$ cat src/rtl/nco_pkg.sv
package nco_pkg;
    localparam int WORD_W = 32;
    localparam int HALF_W = WORD_W / 2;
    localparam int OFS_W  = 8;
    localparam int ADDR_W = 3;
    localparam int NUM_CH = 2;

    localparam logic [ADDR_W-1:0] A_WORD_HI = 3'd0;
    localparam logic [ADDR_W-1:0] A_WORD_LO = 3'd1;
    localparam logic [ADDR_W-1:0] A_OFS     = 3'd2;
    localparam logic [ADDR_W-1:0] A_MODE    = 3'd3;
    localparam logic [ADDR_W-1:0] A_DB_HI   = 3'd4;
    localparam logic [ADDR_W-1:0] A_DB_LO   = 3'd5;

    typedef enum logic [1:0] {
        STD_NTSC = 2'd0,
        STD_PAL  = 2'd1,
        STD_PALM = 2'd2,
        STD_PALN = 2'd3
    } tv_std_e;

    typedef struct packed {
        logic    custom;
        logic    secam;
        tv_std_e std_sel;
    } mode_t;

    function automatic logic [WORD_W-1:0] builtin_word(tv_std_e s);
        case (s)
            STD_PAL:  return 32'h2A098ACB;
            STD_PALM: return 32'h21E6EFE3;
            STD_PALN: return 32'h21F69446;
            default:  return 32'h21F07C1F;
        endcase
    endfunction
endpackage

$ cat src/rtl/nco_regs.sv
module nco_regs
    import nco_pkg::*;
#(
    parameter logic [WORD_W-1:0] DR_RST = 32'h29C71C72,
    parameter logic [WORD_W-1:0] DB_RST = 32'h284BDA13,
    parameter logic [OFS_W-1:0]  OFS_RST = 8'h28
) (
    input  logic              clk,
    input  logic              rst_n,
    input  logic              wr_en,
    input  logic [ADDR_W-1:0] wr_addr,
    input  logic [HALF_W-1:0] wr_data,
    output logic [WORD_W-1:0] prog_word,
    output logic [WORD_W-1:0] db_word,
    output logic [OFS_W-1:0]  start_ofs,
    output mode_t             mode
);
    typedef struct packed {
        logic [HALF_W-1:0] hi_stage;
        logic [WORD_W-1:0] word;
        logic [HALF_W-1:0] db_hi_stage;
        logic [WORD_W-1:0] db;
        logic [OFS_W-1:0]  ofs;
        mode_t             mode;
    } regs_t;

    regs_t r_d, r_q;

    always_comb begin
        r_d = r_q;
        if (wr_en) begin
            case (wr_addr)
                A_WORD_HI: r_d.hi_stage    = wr_data;
                A_WORD_LO: r_d.word        = {r_q.hi_stage, wr_data};
                A_OFS:     r_d.ofs         = wr_data[OFS_W-1:0];
                A_MODE:    r_d.mode        = mode_t'(wr_data[3:0]);
                A_DB_HI:   r_d.db_hi_stage = wr_data;
                A_DB_LO:   r_d.db          = {r_q.db_hi_stage, wr_data};
                default:   r_d             = r_q;
            endcase
        end
    end

    always_ff @(posedge clk or negedge rst_n) begin
        if (!rst_n) begin
            r_q.hi_stage    <= DR_RST[WORD_W-1:HALF_W];
            r_q.word        <= DR_RST;
            r_q.db_hi_stage <= DB_RST[WORD_W-1:HALF_W];
            r_q.db          <= DB_RST;
            r_q.ofs         <= OFS_RST;
            r_q.mode        <= '0;
        end else begin
            r_q <= r_d;
        end
    end

    assign prog_word = r_q.word;
    assign db_word   = r_q.db;
    assign start_ofs = r_q.ofs;
    assign mode      = r_q.mode;

    assert_hi_no_commit_R7: assert property (@(posedge clk) disable iff (!rst_n)
        (wr_en && wr_addr == A_WORD_HI) |=> $stable(r_q.word));
    assert_lo_commit_R7: assert property (@(posedge clk) disable iff (!rst_n)
        (wr_en && wr_addr == A_WORD_LO) |=> r_q.word == {$past(r_q.hi_stage), $past(wr_data)});
    assert_db_lo_commit_R10: assert property (@(posedge clk) disable iff (!rst_n)
        (wr_en && wr_addr == A_DB_LO) |=> r_q.db == {$past(r_q.db_hi_stage), $past(wr_data)});
    assert_unused_addr_R10: assert property (@(posedge clk) disable iff (!rst_n)
        (wr_en && wr_addr > A_DB_LO) |=> $stable(r_q));
endmodule

$ cat src/rtl/nco_word_sel.sv
module nco_word_sel
    import nco_pkg::*;
(
    input  mode_t             mode,
    input  logic [WORD_W-1:0] prog_word,
    output logic [WORD_W-1:0] main_word
);
    always_comb begin
        if (mode.secam || mode.custom) main_word = prog_word;
        else                           main_word = builtin_word(mode.std_sel);
    end
endmodule

$ cat src/rtl/nco_accum.sv
module nco_accum
    import nco_pkg::*;
#(
    parameter logic [OFS_W-1:0] OFS_RST = 8'h28
) (
    input  logic              clk,
    input  logic              rst_n,
    input  logic              restart,
    input  logic              adv,
    input  logic [WORD_W-1:0] word,
    input  logic [OFS_W-1:0]  start_ofs,
    output logic [WORD_W-1:0] phase
);
    localparam int LOW_W = WORD_W - OFS_W;

    typedef struct packed {
        logic [WORD_W-1:0] ph;
    } acc_t;

    acc_t a_d, a_q;

    always_comb begin
        a_d = a_q;
        if (restart)  a_d.ph = {start_ofs, {LOW_W{1'b0}}};
        else if (adv) a_d.ph = a_q.ph + {word[WORD_W-2:0], 1'b0};
    end

    always_ff @(posedge clk or negedge rst_n) begin
        if (!rst_n) a_q.ph <= {OFS_RST, {LOW_W{1'b0}}};
        else        a_q    <= a_d;
    end

    assign phase = a_q.ph;

    assert_restart_load_R9: assert property (@(posedge clk) disable iff (!rst_n)
        restart |=> phase == {$past(start_ofs), {LOW_W{1'b0}}});
    assert_step_twice_R2: assert property (@(posedge clk) disable iff (!rst_n)
        (adv && !restart) |=> phase == $past(phase) + ($past(word) << 1));
    assert_hold_idle_R2: assert property (@(posedge clk) disable iff (!rst_n)
        (!adv && !restart) |=> $stable(phase));
endmodule

$ cat src/rtl/subcarrier_nco.sv
module subcarrier_nco
    import nco_pkg::*;
#(
    parameter logic [WORD_W-1:0] DR_RST  = 32'h29C71C72,
    parameter logic [WORD_W-1:0] DB_RST  = 32'h284BDA13,
    parameter logic [OFS_W-1:0]  OFS_RST = 8'h28
) (
    input  logic              clk,
    input  logic              rst_n,
    input  logic              soft_rst,
    input  logic              frame_start,
    input  logic              pix_en,
    input  logic              wr_en,
    input  logic [ADDR_W-1:0] wr_addr,
    input  logic [HALF_W-1:0] wr_data,
    output logic [WORD_W-1:0] dr_phase,
    output logic [WORD_W-1:0] db_phase
);
    logic [WORD_W-1:0] prog_word, db_word, main_word;
    logic [OFS_W-1:0]  start_ofs;
    mode_t             mode;
    logic              restart;
    logic [WORD_W-1:0] step_a  [NUM_CH];
    logic              adv_a   [NUM_CH];
    logic [WORD_W-1:0] phase_a [NUM_CH];

    nco_regs #(.DR_RST(DR_RST), .DB_RST(DB_RST), .OFS_RST(OFS_RST)) u_regs (
        .clk(clk), .rst_n(rst_n), .wr_en(wr_en), .wr_addr(wr_addr),
        .wr_data(wr_data), .prog_word(prog_word), .db_word(db_word),
        .start_ofs(start_ofs), .mode(mode)
    );

    nco_word_sel u_sel (.mode(mode), .prog_word(prog_word), .main_word(main_word));

    assign restart   = soft_rst | frame_start;
    assign step_a[0] = main_word;
    assign step_a[1] = db_word;
    assign adv_a[0]  = pix_en;
    assign adv_a[1]  = pix_en & mode.secam;

    for (genvar g = 0; g < NUM_CH; g++) begin : g_ch
        nco_accum #(.OFS_RST(OFS_RST)) u_acc (
            .clk(clk), .rst_n(rst_n), .restart(restart), .adv(adv_a[g]),
            .word(step_a[g]), .start_ofs(start_ofs), .phase(phase_a[g])
        );
    end

    assign dr_phase = phase_a[0];
    assign db_phase = phase_a[1];

    assert_secam_prog_R5: assert property (@(posedge clk) disable iff (!rst_n)
        mode.secam |-> main_word == prog_word);
    assert_db_idle_R6: assert property (@(posedge clk) disable iff (!rst_n)
        (!mode.secam && !restart) |=> $stable(db_phase));
endmodule

$ cat config.mk
export PLATFORM = sky130hd
export DESIGN_NAME = subcarrier_nco
export DESIGN_NICKNAME = d
export VERILOG_FILES = /design/src/rtl/nco_pkg.sv /design/src/rtl/nco_regs.sv /design/src/rtl/nco_word_sel.sv /design/src/rtl/nco_accum.sv /design/src/rtl/subcarrier_nco.sv
export SDC_FILE = /design/constraint.sdc
export NUM_CORES = 1
export LEC_CHECK = 0
export ABC_AREA = 1
export BUFFER_PORTS_ARGS = -buffer_cell sky130_fd_sc_hd__clkbuf_2
export CORE_ASPECT_RATIO = 0.6
export CORE_MARGIN = 3
export CORE_UTILIZATION = 50
export DETAILED_ROUTE_END_ITERATION = 7
export PLACE_DENSITY_LB_ADDON = 0.15
export REMOVE_ABC_BUFFERS = 1
export SLEW_MARGIN = 20
export SYNTH_ARGS = -nofsm -noshare
export SYNTH_HDL_FRONTEND = slang
export SYNTH_HIERARCHICAL = 1
export SYNTH_SLANG_ARGS = --single-unit
$ cat constraint.sdc
create_clock -name clk -period 3.1 [get_ports clk]
set_input_delay 0.465 -clock clk [delete_from_list [all_inputs] [get_ports clk]]
set_output_delay 0.465 -clock clk [all_outputs]
set_load 0.05 [all_outputs]
==> flow_metrics.env <==
export IMPL_crit_required_ps=3430
export IMPL_clk_latency_ps=450
export IMPL_dieWidth_um=208.2
export IMPL_dieHeight_um=127.3
export IMPL_fin_crit_ps=2977
export IMPL_ir_drop_uv=416.5
export IMPL_grt_use_total=0.2846
export IMPL_syn_to_final_growth_pct=5.611
export IMPL_ant_nets=0
export IMPL_fp_row_count=43
export IMPL_worstPathMaxFanout=6
export IMPL_violations="hold timing"
export IMPL_cts_buffers=17
export IMPL_grt_max_degree=59
export IMPL_hold_viol_final=3
export IMPL_nFillCells=2381
export IMPL_post_dp_hpwl_mm=29.73
export IMPL_run_status="finished, violations left"
export IMPL_first_global_vias=10170
export IMPL_crit_arrival_ps=3310
export IMPL_grtUsageMet2=0.3396
export IMPL_grt_busiest_layer="met1"
export IMPL_die_area_mm2=0.02651
export IMPL_p_leak_uw=0.007471
export IMPL_pin_count=89
export IMPL_start_util=0.5193
export IMPL_hold_class="in -> async"
export IMPL_slew_headroom=0.5416
export IMPL_first_pass_iters=6
export IMPL_maxCapViolCount=0
export IMPL_final_util=0.5484
export IMPL_layout_nets=1903
export IMPL_postLayoutCellArea_mm2=0.01295
export IMPL_vias_per_cell=5.292
export IMPL_clock_skew_ps=11.22
export IMPL_ctsHtreeMaxLevel=4
export IMPL_tritoncts="built"
export IMPL_port_buffers=86
export IMPL_path_class="reg -> reg"
export IMPL_vias=11320
export IMPL_end_kind="flip-flop"
export IMPL_globalRouteMet1Util=0.4778
export IMPL_coreArea_mm2=0.02362
export IMPL_whs_ps=-15.87
export IMPL_first_iter_violations=1292
export IMPL_power_density_mw_per_mm2=650.5
export IMPL_grt_ovfl_total=0
export IMPL_num_antenna_cells=0
export IMPL_tns_ps=0
export IMPL_wl_per_cell_um=17.51
export IMPL_yosys_warnings=6
export IMPL_fin_crit_sh=0.9604
export IMPL_drc=0
export IMPL_setup_violations=0
export IMPL_wl_mm=37.45
export IMPL_layout_drive_gt1_share=0.1498
export IMPL_gp_congestion=1.031
export IMPL_grt_pass1_wl_mm=58.24
export IMPL_post_route_worst_setup_slack_ps=122.7
export IMPL_fmax_mhz=335.9
export IMPL_cts_buffer_depth=2
export IMPL_startpoint_type="flip-flop"
export IMPL_worst_r2r_path_depth=16
export IMPL_rsz0062_at_grt="no"
export IMPL_grt_antenna_before_repair=0
export IMPL_dp_slack_ps=249.0
export IMPL_root_buffer="clkbuf_16"
export IMPL_post_cts_buffers=0
export IMPL_tightest_slew_ps=686.9
export IMPL_place_inst=2106
export IMPL_placed_area_mm2=0.01235
export IMPL_syn_area_mm2=0.01226
export IMPL_grt_util_met3=0.09423
export IMPL_synth_area_per_cell_um2=6.783
export IMPL_tritoncts_num_sinks=166
export IMPL_clkSlewWorstSetupHoldPaths_ps=70
export IMPL_syn_inst=1808
export IMPL_stdcell_count=2138
export IMPL_slew_viol_final=0
-- power breakdown --
part / switching, µW / internal, µW / total, µW
Clock: 967 / 1240 / 2210
Sequential: 328 / 2640 / 2970
Combinational: 2280 / 970 / 3250
-- placed cells by master, fill, tap and decap left out, types with 4 or more instances in the layout --
cell and instances:
a21oi_1 42, a22o_1 4, a22oi_1 8, and2_1 5, buf_4 13, clkbuf_16 17
clkbuf_2 85, clkinv_4 4, dfrtp_1 117, dfstp_2 49, ha_1 66, inv_1 208
inv_2 12, nand2_1 779, nand2_2 29, nand2_4 4, nand3_1 148, nand3_2 9
nand4_1 8, nor2_1 87, nor2_2 18, nor2_4 5, nor3_1 4, nor3_2 5
o21ai_0 23, o21ai_1 13, xnor2_1 25
-- layer usage --
layer | vias up | wire length (µm)
met4 | 0 | 299
met2 | 489 | 13050
met3 | 25 | 4662
met1 | 5280 | 19440
met5 | - | 0
li1 | 5521 | -
-- sequential cells by signal (all words and copies together) (netlist names) --
| register | flops |
|---|---|
| u_regs/r_q | 30 |
| g_ch.u_acc/phase | 62 |
| u_regs/mode | 4 |
| u_regs/start_ofs | 8 |
| u_regs/prog_word | 31 |
| u_regs/db_word | 31 |
-- metrics by stage --
step,hold slack (ps),power [µW]
after detailed placement,454.8,6166
after CTS,8.095,8395
final,-15.87,8426
after floorplan,169.4,5221
after global placement,448.2,6122
after global routing,16.93,8946
-- worst paths after layout --
check,start,to,slack [ps]
max,u_regs/mode[0]$_DFFE_PN0P_,g_ch[0].u_acc/phase[24]$_DFFE_PN0N_,120
min,rst_n,u_regs/db_word[20]$_DFFE_PN0P_,-20
max reg2reg,u_regs/mode[0]$_DFFE_PN0P_,g_ch[0].u_acc/phase[24]$_DFFE_PN0N_,120
min reg2reg,u_regs/r_q[93]$_DFFE_PN1P_,u_regs/r_q[93]$_DFFE_PN1P_,460
max in group asynchronous,rst_n,u_regs/db_word[12]$_DFFE_PN1P_,2220
min in group clk,wr_data[15],u_regs/db_word[15]$_DFFE_PN1P_,260
-- final cells by class --
class / instances / area (µm²) / area share
clock buffer: 19 / 452.9 / 0.03497
clock inverter: 13 / 146.4 / 0.01130
inverter: 221 / 830.8 / 0.06414
multi-input combinational: 1305 / 6379 / 0.4925
sequential: 166 / 4215 / 0.3254
tap: 315 / 394.1 / 0.03043
timing repair buffer: 99 / 534.3 / 0.04125
-- critical path, stage by stage, from the launching register on --
cell and delay [ps]:
dfrtp_1 470, inv_1 110, ha_1 240, o21ai_0 290
nand2_1 100, ha_1 430, nand2_2 110, nor2_2 270
nand2_1 90, nand2_1 150, nand2_1 110, nand2_2 150
nand2_1 110, nand2_1 70, nand2_1 50, nand3_1 60
nand2_1 50
-- repair_timing --
item / 4_1_cts / 5_1_grt
endpoints found under the setup margin: 0 / 3
hold buffers: 0 / 0
gates resized for setup: 0 / 2
No activity file was read; power rests on OpenSTA's default activity.
